[config.mk]
export PLATFORM = sky130hd
export DESIGN_NAME = regprot_guard
export DESIGN_NICKNAME = d
export VERILOG_FILES = /design/src/rtl/regprot_pkg.sv /design/src/rtl/regprot_table.sv /design/src/rtl/regprot_slot_match.sv /design/src/rtl/regprot_guard.sv
export SDC_FILE = /design/constraint.sdc
export NUM_CORES = 2
export LEC_CHECK = 0
export BUFFER_PORTS_ARGS = -buffer_cell sky130_fd_sc_hd__buf_2
export CORE_UTILIZATION = 55
export DETAILED_ROUTE_END_ITERATION = 16
export PLACE_DENSITY = 0.84
export SYNTH_ARGS = -nofsm -noshare
export SYNTH_HDL_FRONTEND = slang
export SYNTH_SLANG_ARGS = --single-unit
[constraint.sdc]
create_clock -name clk -period 5.6 [get_ports clk]
set_clock_uncertainty 0.05 [all_clocks]
set_input_delay 1.12 -clock clk [delete_from_list [all_inputs] [get_ports clk]]
set_output_delay 1.12 -clock clk [all_outputs]
set_load 0.02 [all_outputs]
[src/rtl/regprot_pkg.sv]
package regprot_pkg;
    localparam int ADDR_W = 18;
    localparam int LEN_W  = 13;
    localparam int WORD_W = 32;

    localparam int CTL_EN   = 0;
    localparam int CTL_FLT  = 1;
    localparam int CTL_OPEN = 3;

    // Layout matches the table word: [31] block reads too, [30:18] length, [17:0] base
    typedef struct packed {
        logic              no_access;
        logic [LEN_W-1:0]  len;
        logic [ADDR_W-1:0] base;
    } slot_word_t;

    typedef struct packed {
        logic en;
        logic flt;
        logic open_end;
    } ctl_t;
endpackage

[src/rtl/regprot_table.sv]
module regprot_table
    import regprot_pkg::*;
#(
    parameter int NUM_SLOTS = 32,
    localparam int IDX_W = $clog2(NUM_SLOTS)
) (
    input  logic                          clk,
    input  logic                          rst_n,
    input  logic                          wr_en,
    input  logic [IDX_W-1:0]              wr_idx,
    input  slot_word_t                    wr_word,
    output slot_word_t [NUM_SLOTS-1:0]    words,
    output logic       [NUM_SLOTS-1:0]    valid
);
    typedef struct packed {
        slot_word_t [NUM_SLOTS-1:0] w;
        logic       [NUM_SLOTS-1:0] v;
    } tbl_t;

    tbl_t st_d, st_q;

    always_comb begin
        st_d = st_q;
        for (int i = 0; i < NUM_SLOTS; i++) begin
            if (wr_en && (wr_idx == IDX_W'(i))) begin
                st_d.w[i] = wr_word;
                st_d.v[i] = 1'b1;
            end
        end
    end

    always_ff @(posedge clk or negedge rst_n) begin
        if (!rst_n) st_q <= '0;
        else        st_q <= st_d;
    end

    assign words = st_q.w;
    assign valid = st_q.v;
endmodule

[src/rtl/regprot_slot_match.sv]
module regprot_slot_match
    import regprot_pkg::*;
#(
    parameter bit IS_LAST = 1'b0
) (
    input  slot_word_t        word,
    input  logic              vld,
    input  logic              open_end,
    input  logic [ADDR_W-1:0] addr,
    output logic              hit,
    output logic              hit_rd_block
);
    logic [ADDR_W:0] top_incl;
    logic            lo_ok, hi_ok;

    always_comb begin
        top_incl = {1'b0, word.base} + (ADDR_W+1)'(word.len);
        lo_ok    = addr >= word.base;
        hi_ok    = {1'b0, addr} <= top_incl;
        if (IS_LAST && open_end) hi_ok = 1'b1;
        hit          = vld && lo_ok && hi_ok;
        hit_rd_block = hit && word.no_access;
    end
endmodule

[src/rtl/regprot_guard.sv]
module regprot_guard
    import regprot_pkg::*;
#(
    parameter int NUM_SLOTS = 32,
    localparam int IDX_W = $clog2(NUM_SLOTS)
) (
    input  logic              clk,
    input  logic              rst_n,
    input  logic              cfg_we,
    input  logic              cfg_sel,
    input  logic [IDX_W-1:0]  cfg_idx,
    input  logic [WORD_W-1:0] cfg_wdata,
    input  logic              req_valid,
    input  logic              req_write,
    input  logic [ADDR_W-1:0] req_addr,
    output logic              req_allow,
    output logic              fault_pulse,
    input  logic              flt_clear,
    output logic              flt_sticky,
    output logic [ADDR_W-1:0] flt_addr,
    output logic              flt_is_write
);
    typedef struct packed {
        ctl_t              ctl;
        logic              fault;
        logic              sticky;
        logic [ADDR_W-1:0] faddr;
        logic              fwr;
    } guard_st_t;

    guard_st_t st_d, st_q;

    slot_word_t [NUM_SLOTS-1:0] words;
    logic       [NUM_SLOTS-1:0] valid;
    logic       [NUM_SLOTS-1:0] hit_vec, hit_rd_vec;
    logic                       tbl_wr, blocked, fault_evt;

    assign tbl_wr = cfg_we && cfg_sel;

    regprot_table #(.NUM_SLOTS(NUM_SLOTS)) table_i (
        .clk     (clk),
        .rst_n   (rst_n),
        .wr_en   (tbl_wr),
        .wr_idx  (cfg_idx),
        .wr_word (slot_word_t'(cfg_wdata)),
        .words   (words),
        .valid   (valid)
    );

    for (genvar g = 0; g < NUM_SLOTS; g++) begin : g_slot
        regprot_slot_match #(.IS_LAST(g == NUM_SLOTS-1)) match_i (
            .word         (words[g]),
            .vld          (valid[g]),
            .open_end     (st_q.ctl.open_end),
            .addr         (req_addr),
            .hit          (hit_vec[g]),
            .hit_rd_block (hit_rd_vec[g])
        );
    end

    always_comb begin
        st_d      = st_q;
        blocked   = st_q.ctl.en && (req_write ? (|hit_vec) : (|hit_rd_vec));
        req_allow = req_valid && !blocked;
        fault_evt = req_valid && blocked && st_q.ctl.flt;

        st_d.fault = fault_evt;
        if (flt_clear) st_d.sticky = 1'b0;
        if (fault_evt && (!st_q.sticky || flt_clear)) begin
            st_d.sticky = 1'b1;
            st_d.faddr  = req_addr;
            st_d.fwr    = req_write;
        end
        if (cfg_we && !cfg_sel) begin
            st_d.ctl.en       = cfg_wdata[CTL_EN];
            st_d.ctl.flt      = cfg_wdata[CTL_FLT];
            st_d.ctl.open_end = cfg_wdata[CTL_OPEN];
        end
    end

    always_ff @(posedge clk or negedge rst_n) begin
        if (!rst_n) st_q <= '0;
        else        st_q <= st_d;
    end

    assign fault_pulse  = st_q.fault;
    assign flt_sticky   = st_q.sticky;
    assign flt_addr     = st_q.faddr;
    assign flt_is_write = st_q.fwr;

    AST_OFF_ALLOWS: assert property (@(posedge clk) disable iff (!rst_n)
        (req_valid && !st_q.ctl.en) |-> req_allow);
    AST_FAULT_FROM_DENY: assert property (@(posedge clk) disable iff (!rst_n)
        fault_pulse |-> $past(req_valid && !req_allow));
    AST_FAULT_NEEDS_EN: assert property (@(posedge clk) disable iff (!rst_n)
        fault_pulse |-> $past(st_q.ctl.flt));
    AST_PULSE_STICKY: assert property (@(posedge clk) disable iff (!rst_n)
        fault_pulse |-> flt_sticky);
    AST_CAPTURE_HELD: assert property (@(posedge clk) disable iff (!rst_n)
        (flt_sticky && !flt_clear) |=> (flt_sticky && $stable(flt_addr) && $stable(flt_is_write)));
endmodule

Word-level counts from Yosys, hierarchy flattened
Cells that the tools add are included.
{ "classes": {"addsub": 32, "magnitude_cmp": 64, "eq_ne": 31, "mux": 4, "n_reduce_logical": 143} }
{ "ops": {"columns": ["operator", "n"], "rows": [
  ["$add 18x13->19", 32],
  ["$le 18x19->1", 32],
  ["$ge 18x18->1", 32],
  ["$logic_and 1x1->1", 135],
  ["$eq 5x5->1 const B", 16],
  ["$reduce_or 32->1", 2],
  ["$eq 5x4->1 const B", 8],
  ["$eq 5x3->1 const B", 4],
  ["$mux 20", 1],
  ["$eq 5x2->1 const B", 2],
  ["$eq 5x1->1 const B", 1],
  ["$logic_not 5->1", 1],
  ["$logic_not 1->1", 3],
  ["$mux 1", 3],
  ["$reduce_bool 2->1", 1],
  ["$logic_or 1x1->1", 1]
]} }
{ "word_totals": {"reg_bits": 1080, "inputBits": 62, "out_inout_bits": 22, "elab_cells": 409} }

Depth between registers and ports, before layout
{ "depth": {"word_depth": 12, "depth_mapped": 28} }

Cells and area by module
Synthesis repeated with hierarchy kept, for this count alone.
{ "hier_totals": {"cells_unflattened": 9089, "hier_area_um2": 91021.0} }
{ "modules_own_cells": {"columns": ["mod", "instances", "cells_each", "area_each_um2", "seq_area_each_um2"], "rows": [
  ["regprot_table", 1, 2362, 39287.7, 26425.3],
  ["regprot_slot_match (g_slot[0].match_i ...)", 19, 212, 1619.1, 0.0],
  ["regprot_slot_match (g_slot[19].match_i ...)", 12, 199, 1510.2, 0.0],
  ["regprot_slot_match (g_slot[31].match_i)", 1, 212, 1595.3, 0.0],
  ["regprot_guard", 1, 99, 1253.7, 600.6]
]} }

Worst setup path after synthesis
Ideal clock, no wire load.
{ "synth_path": {"kind": "register to output", "startpoint": "reg table_i.st_q, in the netlist table_i.words[289]", "endpoint": "out req_allow", "arrival_ps": 4912, "required_ps": 4430, "slack_ps": -482, "path_stages_with_launch": 25, "n_path_buf": 0, "path_cell_list": "dfrtp_1 > ha_1 > a21o_1 > a21oi_1 > o21bai_1 > a21oi_1 > o21bai_1 > a21oi_1 > o21bai_1 > a41o_1 > or4_1 > and3_1 > or2_2 > ha_1 > nand4_1 > nor2_1 > nand2_1 > and4b_1 > a221o_1 > a221oi_1 > nand4_1 > nor3_1 > a41oi_1 > o21ai_2 > and2_1"} }
{ "synth_between": {"elab_chain_len": 9} }
{ "synth_rtl": {"columns": ["item", "line", "text"], "rows": [
  ["from (decl)", "regprot_table.sv:20", "tbl_t st_d, st_q;"],
  ["from (signal assigned)", "regprot_table.sv:34", "else st_q <= st_d;"],
  ["$add 18x13->19 / $ge 18x18->1 (equally long branches)", "regprot_slot_match.sv:17, regprot_slot_match.sv:18", null],
  ["$le 18x19->1 / $logic_and 1x1->1 (equally long branches)", "regprot_slot_match.sv:19, regprot_slot_match.sv:21", null],
  ["$logic_and 1x1->1 (*)", "regprot_slot_match.sv:21", "hit = vld && lo_ok && hi_ok;"],
  ["$logic_and 1x1->1", "regprot_slot_match.sv:22", "hit_rd_block = hit && word.no_access;"],
  ["$reduce_or 32->1", "regprot_guard.sv:63", "blocked = st_q.ctl.en && (req_write ? (|hit_vec) : (|hit_rd_vec));"],
  ["$mux 1 (*)", "regprot_guard.sv:63", null],
  ["$logic_and 1x1->1 (*)", "regprot_guard.sv:63", null],
  ["$logic_not 1->1 (*)", "regprot_guard.sv:64", "req_allow = req_valid && !blocked;"],
  ["$logic_and 1x1->1 (*)", "regprot_guard.sv:64", null],
  ["to (decl)", "regprot_guard.sv:16", "output logic req_allow,"]
]} }
Mark *: on every way between the ends. The rest lies on a longest branch, timed or not.

Worst setup path in the final report
{ "layout_path": {"startpoint": "reg table_i.st_q, in the netlist table_i.words[307]", "endpoint": "out req_allow"} }
{ "layout_between": {"elab_chain_len": 9} }
{ "layout_rtl": {"columns": ["item", "line", "text"], "rows": [
  ["$add 18x13->19 (*)", "regprot_slot_match.sv:17", "top_incl = {1'b0, word.base} + (ADDR_W+1)'(word.len);"],
  ["$le 18x19->1 (*)", "regprot_slot_match.sv:19", "hi_ok = {1'b0, addr} <= top_incl;"],
  ["$logic_and 1x1->1 (*)", "regprot_slot_match.sv:21", null],
  ["$logic_and 1x1->1", "regprot_slot_match.sv:22", null],
  ["$reduce_or 32->1", "regprot_guard.sv:63", null],
  ["$mux 1 (*)", "regprot_guard.sv:63", null],
  ["$logic_and 1x1->1 (*)", "regprot_guard.sv:63", null],
  ["$logic_not 1->1 (*)", "regprot_guard.sv:64", null],
  ["$logic_and 1x1->1 (*)", "regprot_guard.sv:64", null]
]} }
Marked as above.

==> results.md <==
- The flow ran to the end, but the final reports show violations.
- The final reports fail on negative setup slack.
- The max-slew violation count is 0.
- The die covers 0.158 mm2.
- The internal reg-to-reg setup slack is -0.80 ns.
- After layout, the minimum clock period comes to between 7 and 8 ns.
- After detailed routing, the number of remaining DRC violations is 0.
- Cell internal power was estimated by the tool at around 0.023 W.
- The first-pass GRT wire length is 435,000 um.
- TritonCTS built the clock tree.
- The count of buffers inserted at the top-level ports is a little over 80.
- The number of detailed-routing iterations run before antenna repair is 5.
- STA classifies the critical path startpoint as a flip-flop.
- After clock tree synthesis, the flow added hold-fix buffers numbering 0.
- The flip-flop cell with the highest count after synthesis is dfrtp_1.
- The final-report setup violation count is 22.
- The share of cells above drive strength 1 is 0.216.
- The post-route total power is approximately 0.037 W.
- After routing, the total negative slack on setup checks comes to -16.74 ns.
- In the synthesized netlist, the cells that appear most often are ha_1, dfrtp_1, nand2_1.
- The CTS sink count is approximately 1,100.
- The fraction of met3 tracks used by global routing is 0.0791.
- Summed over all nets, the half-perimeter wirelength after detailed placement is around 190,000 um.
- A synthesized cell averages approximately 9.5 um2.
- The proportion of netlist area held by the largest area contributor is 0.315.
- Clock tree synthesis selected as its root buffer the cell clkbuf_16.
- The switching power as a share of total power is 0.381.
- The sequential fraction of design power is 0.273.
- The critical path's largest stage delay is slightly below 0.5 ns.
- The initial core utilization is 0.556.
- The count of endpoints failing hold in the final timing report came to 0.
- Final hold analysis gives a worst-case slack of between 0.3 and 0.4 ns.
- STA puts the critical path data required time at 4.43 ns.
- In the global route stage, met2 resource usage came out at 0.551.
- The maximum net fanout on the critical path is 2.
- The congestion estimate from routability-driven global placement came to 0.971.
- The cell at the slowest stage of the critical path is or4_4.
- By area the synthesized netlist is led by dfrtp_1, ha_1, mux2_2.
- The routed length per placed instance is roughly 23 um.
- The number of distinct library cells after synthesis is 84.
- Using the TritonRoute via totals, the vias-per-cell ratio works out to ~6.3.
- The die width is approximately 400 um.
- Setup repair after global routing could not meet its margin everywhere.
- Of the available clock period, the critical path in the final layout requires 1.31.
- The number of DRC violations after detailed-routing iteration 0 is about 7,400.
- The via count of the first global-routing pass is between 70,000 and 80,000.
- The number of cells produced by synthesis is ~9,100.
- The total core area is between 0.15 and 0.2 mm2.
- Counting along the longest clock path gives a buffer depth of 3.
- The headroom to the max-slew limit is 0.0931.
- Of the total power, the clock network draws 0.236.
- For this run, the top clock speed supported by timing is between 100 and 150 MHz.
- The cell with the most instances after synthesis is ha_1.
- The static leakage is 50.5 nW.
- Setup slack on the critical path of the routed design comes to -1.73 ns.
- For the pin with the worst max-slew slack, the measured transition is about 1.4 ns.
- The wire length after detailed routing is between 200,000 and 300,000 um.
- Clock tree synthesis inserted a total of between 100 and 150 buffers.
- The worst setup path is of the reg2out kind.
- The CTS clock-pin slew for the worst setup and hold paths is about 0.06 ns.
- The data arrival time of the critical path is 6.16 ns.
- The residual overflow from global routing is 0.
- The filler-free cell count of the finished design is around 12,000.
- The filler cells instantiated in the layout total around 11,000.
- For this run, the post-layout net count is 11,700.
- The share of the Yosys chip area taken by registers is 0.315.
- The total I/O pin count is between 80 and 90.
- The insertion delay to the later sink of the worst-skew pair is ~0.79 ns.
- The initial antenna violation count is 26.
- The proportion of synthesized flip-flops having asynchronous set or reset is 1.00.
- Power spread over the standard cell area amounts to between 300 and 400 mW/mm2.
- From synthesis to final layout, the design area changed by 18.6%.
- The path class of the tightest hold or removal check is in2async.
- The die extent in y is 397 um.
- The initialized floorplan defines 144 standard-cell rows.
- The gate family responsible for the most delay along the worst path is compound AO/OA/AOI/OAI gates.
- The placed instance count is ~12,000.
- The count of nets left with antenna violations once routing finished came out at 0.
- The net switching power is ~0.014 W.
- The endpoint type of the worst setup path is an output port.
- The library cell with the largest summed area after synthesis is dfrtp_1.
- For this run, global-route usage on met1 was measured as 0.450.
- Detailed routing inserted a total of 76,700 vias.
- During synthesis, Yosys emitted a total of 0 warnings.
- For this run, the total global-route usage over all layers was measured as 0.354.
- Entering global routing, the biggest net connects between 100 and 150 pins.
- Counting every net in the synthesized netlist gives 10,700.
- Across the VDD grid, the largest voltage drop is between 0.4 and 0.5 mV.
- The sum of buffers and inverters on the critical path is 2.
- After global routing, the most crowded layer is met2.
- The level count of the clock H-tree is 3.
- Yosys mapped a number of flops with a built-in enable equal to 0.
- The share of total power dissipated in combinational logic is 0.491.
- The area of the mapped netlist is roughly 0.086 mm2.
- The register bit count reported by yosys is approximately 1,100.
- The max-capacitance violation count is 0.
state kept, by name (all words and copies together) (netlist names):
| name | count |
|---|---|
| st_q | 3 |
| flt_is_write | 1 |
| table_i.valid | 32 |
| flt_addr | 18 |
| table_i.words | 1024 |
| flt_sticky | 1 |
| fault_pulse | 1 |
cell usage in the layout, fill, tap and decap left out, types with 77 or more instances in the layout:
master	n
ha_1	1566
clkbuf_16	121
a211oi_1	111
a21oi_1	541
inv_1	762
buf_4	1028
o21a_1	77
nor2_1	335
nor3_1	127
nand3_1	165
a21o_1	227
xnor2_1	313
o21ai_0	741
dfrtp_1	1080
mux2_2	627
nor2b_1	93
nand2_1	766
nand2b_1	99
nand4_1	202
xor2_1	157
o21bai_1	81
cell type report:
class	instances	area [um2]	area share
clock inverter	62	873	0.00857
multi-input combinational	6966	55700	0.547
sequential	1080	27000	0.265
clock buffer	161	3390	0.0332
inverter	763	2870	0.0281
timing repair buffer	1154	9430	0.0925
antenna	16	40.0	0.000393
tap	2044	2560	0.0251
stage by stage:
step	setup WS, ns	util	instance area [um2]
CTS	-1.63	0.657	102000
global route	-1.98	0.659	102000
finish	-1.73	0.659	102000
floorplan	-0.0509	-	86000
global placement	-1.11	0.624	96500
detailed placement	-1.05	0.624	96500
path summary, 6_finish.rpt:
path,startpoint,to,depth (start not counted)
max in group asynchronous,rst_n,table_i.words[68],2
min in group clk,table_i.valid[9],table_i.valid[9],1
worst max register to register,table_i.words[307],flt_addr[15],32
worst min-delay path,rst_n,table_i.words[248],1
worst max-delay path,table_i.words[307],req_allow,26
worst min register to register,table_i.valid[9],table_i.valid[9],1
timing repair:
action	in CTS	in global routing
gates resized for setup	85	68
setup endpoints to repair	22	22
hold endpoints to repair	0	0
setup buffers	42	9
gates cloned	3	0
pin swaps	44	52
power by group through the flow:
| stage | combinational, W | sequential [W] | clock (W) |
|---|---|---|---|
| 6_report | 0.0180 | 0.00999 | 0.00864 |
| 5_1_grt | 0.0199 | 0.0101 | 0.00899 |
| 4_1_cts | 0.0175 | 0.00996 | 0.00869 |
| 3_5_place_dp | 0.0170 | 0.0101 | 0 |
| 3_3_place_gp | 0.0161 | 0.0100 | 0 |
| 2_1_floorplan | 0.0113 | 0.00983 | 0 |
per-layer routing:
metal	share of wire	wire length, um
met5	0.00032	90
met4	0.070	19700
met3	0.11	30900
met2	0.44	123000
met1	0.39	109000
kinds of logic (layout without fill, tap and decap cells):
| logic type | Yosys count | count (layout) | share of synthesized area |
|---|---|---|---|
| AO/OA/AOI/OAI | 2216 | 2216 | 0.159 |
| AND/OR/NAND/NOR | 2039 | 2039 | 0.113 |
| adder cells (fa/ha/maj) | 1600 | 1600 | 0.236 |
| flip-flops | 1080 | 1080 | 0.315 |
| buffers and inverters | 1027 | 2140 | 0.0458 |
| multiplexers | 641 | 641 | 0.0844 |
| XOR/XNOR | 470 | 470 | 0.0479 |
| other | 0 | 16 | 0 |
No activity file was read; power rests on OpenSTA's default activity.
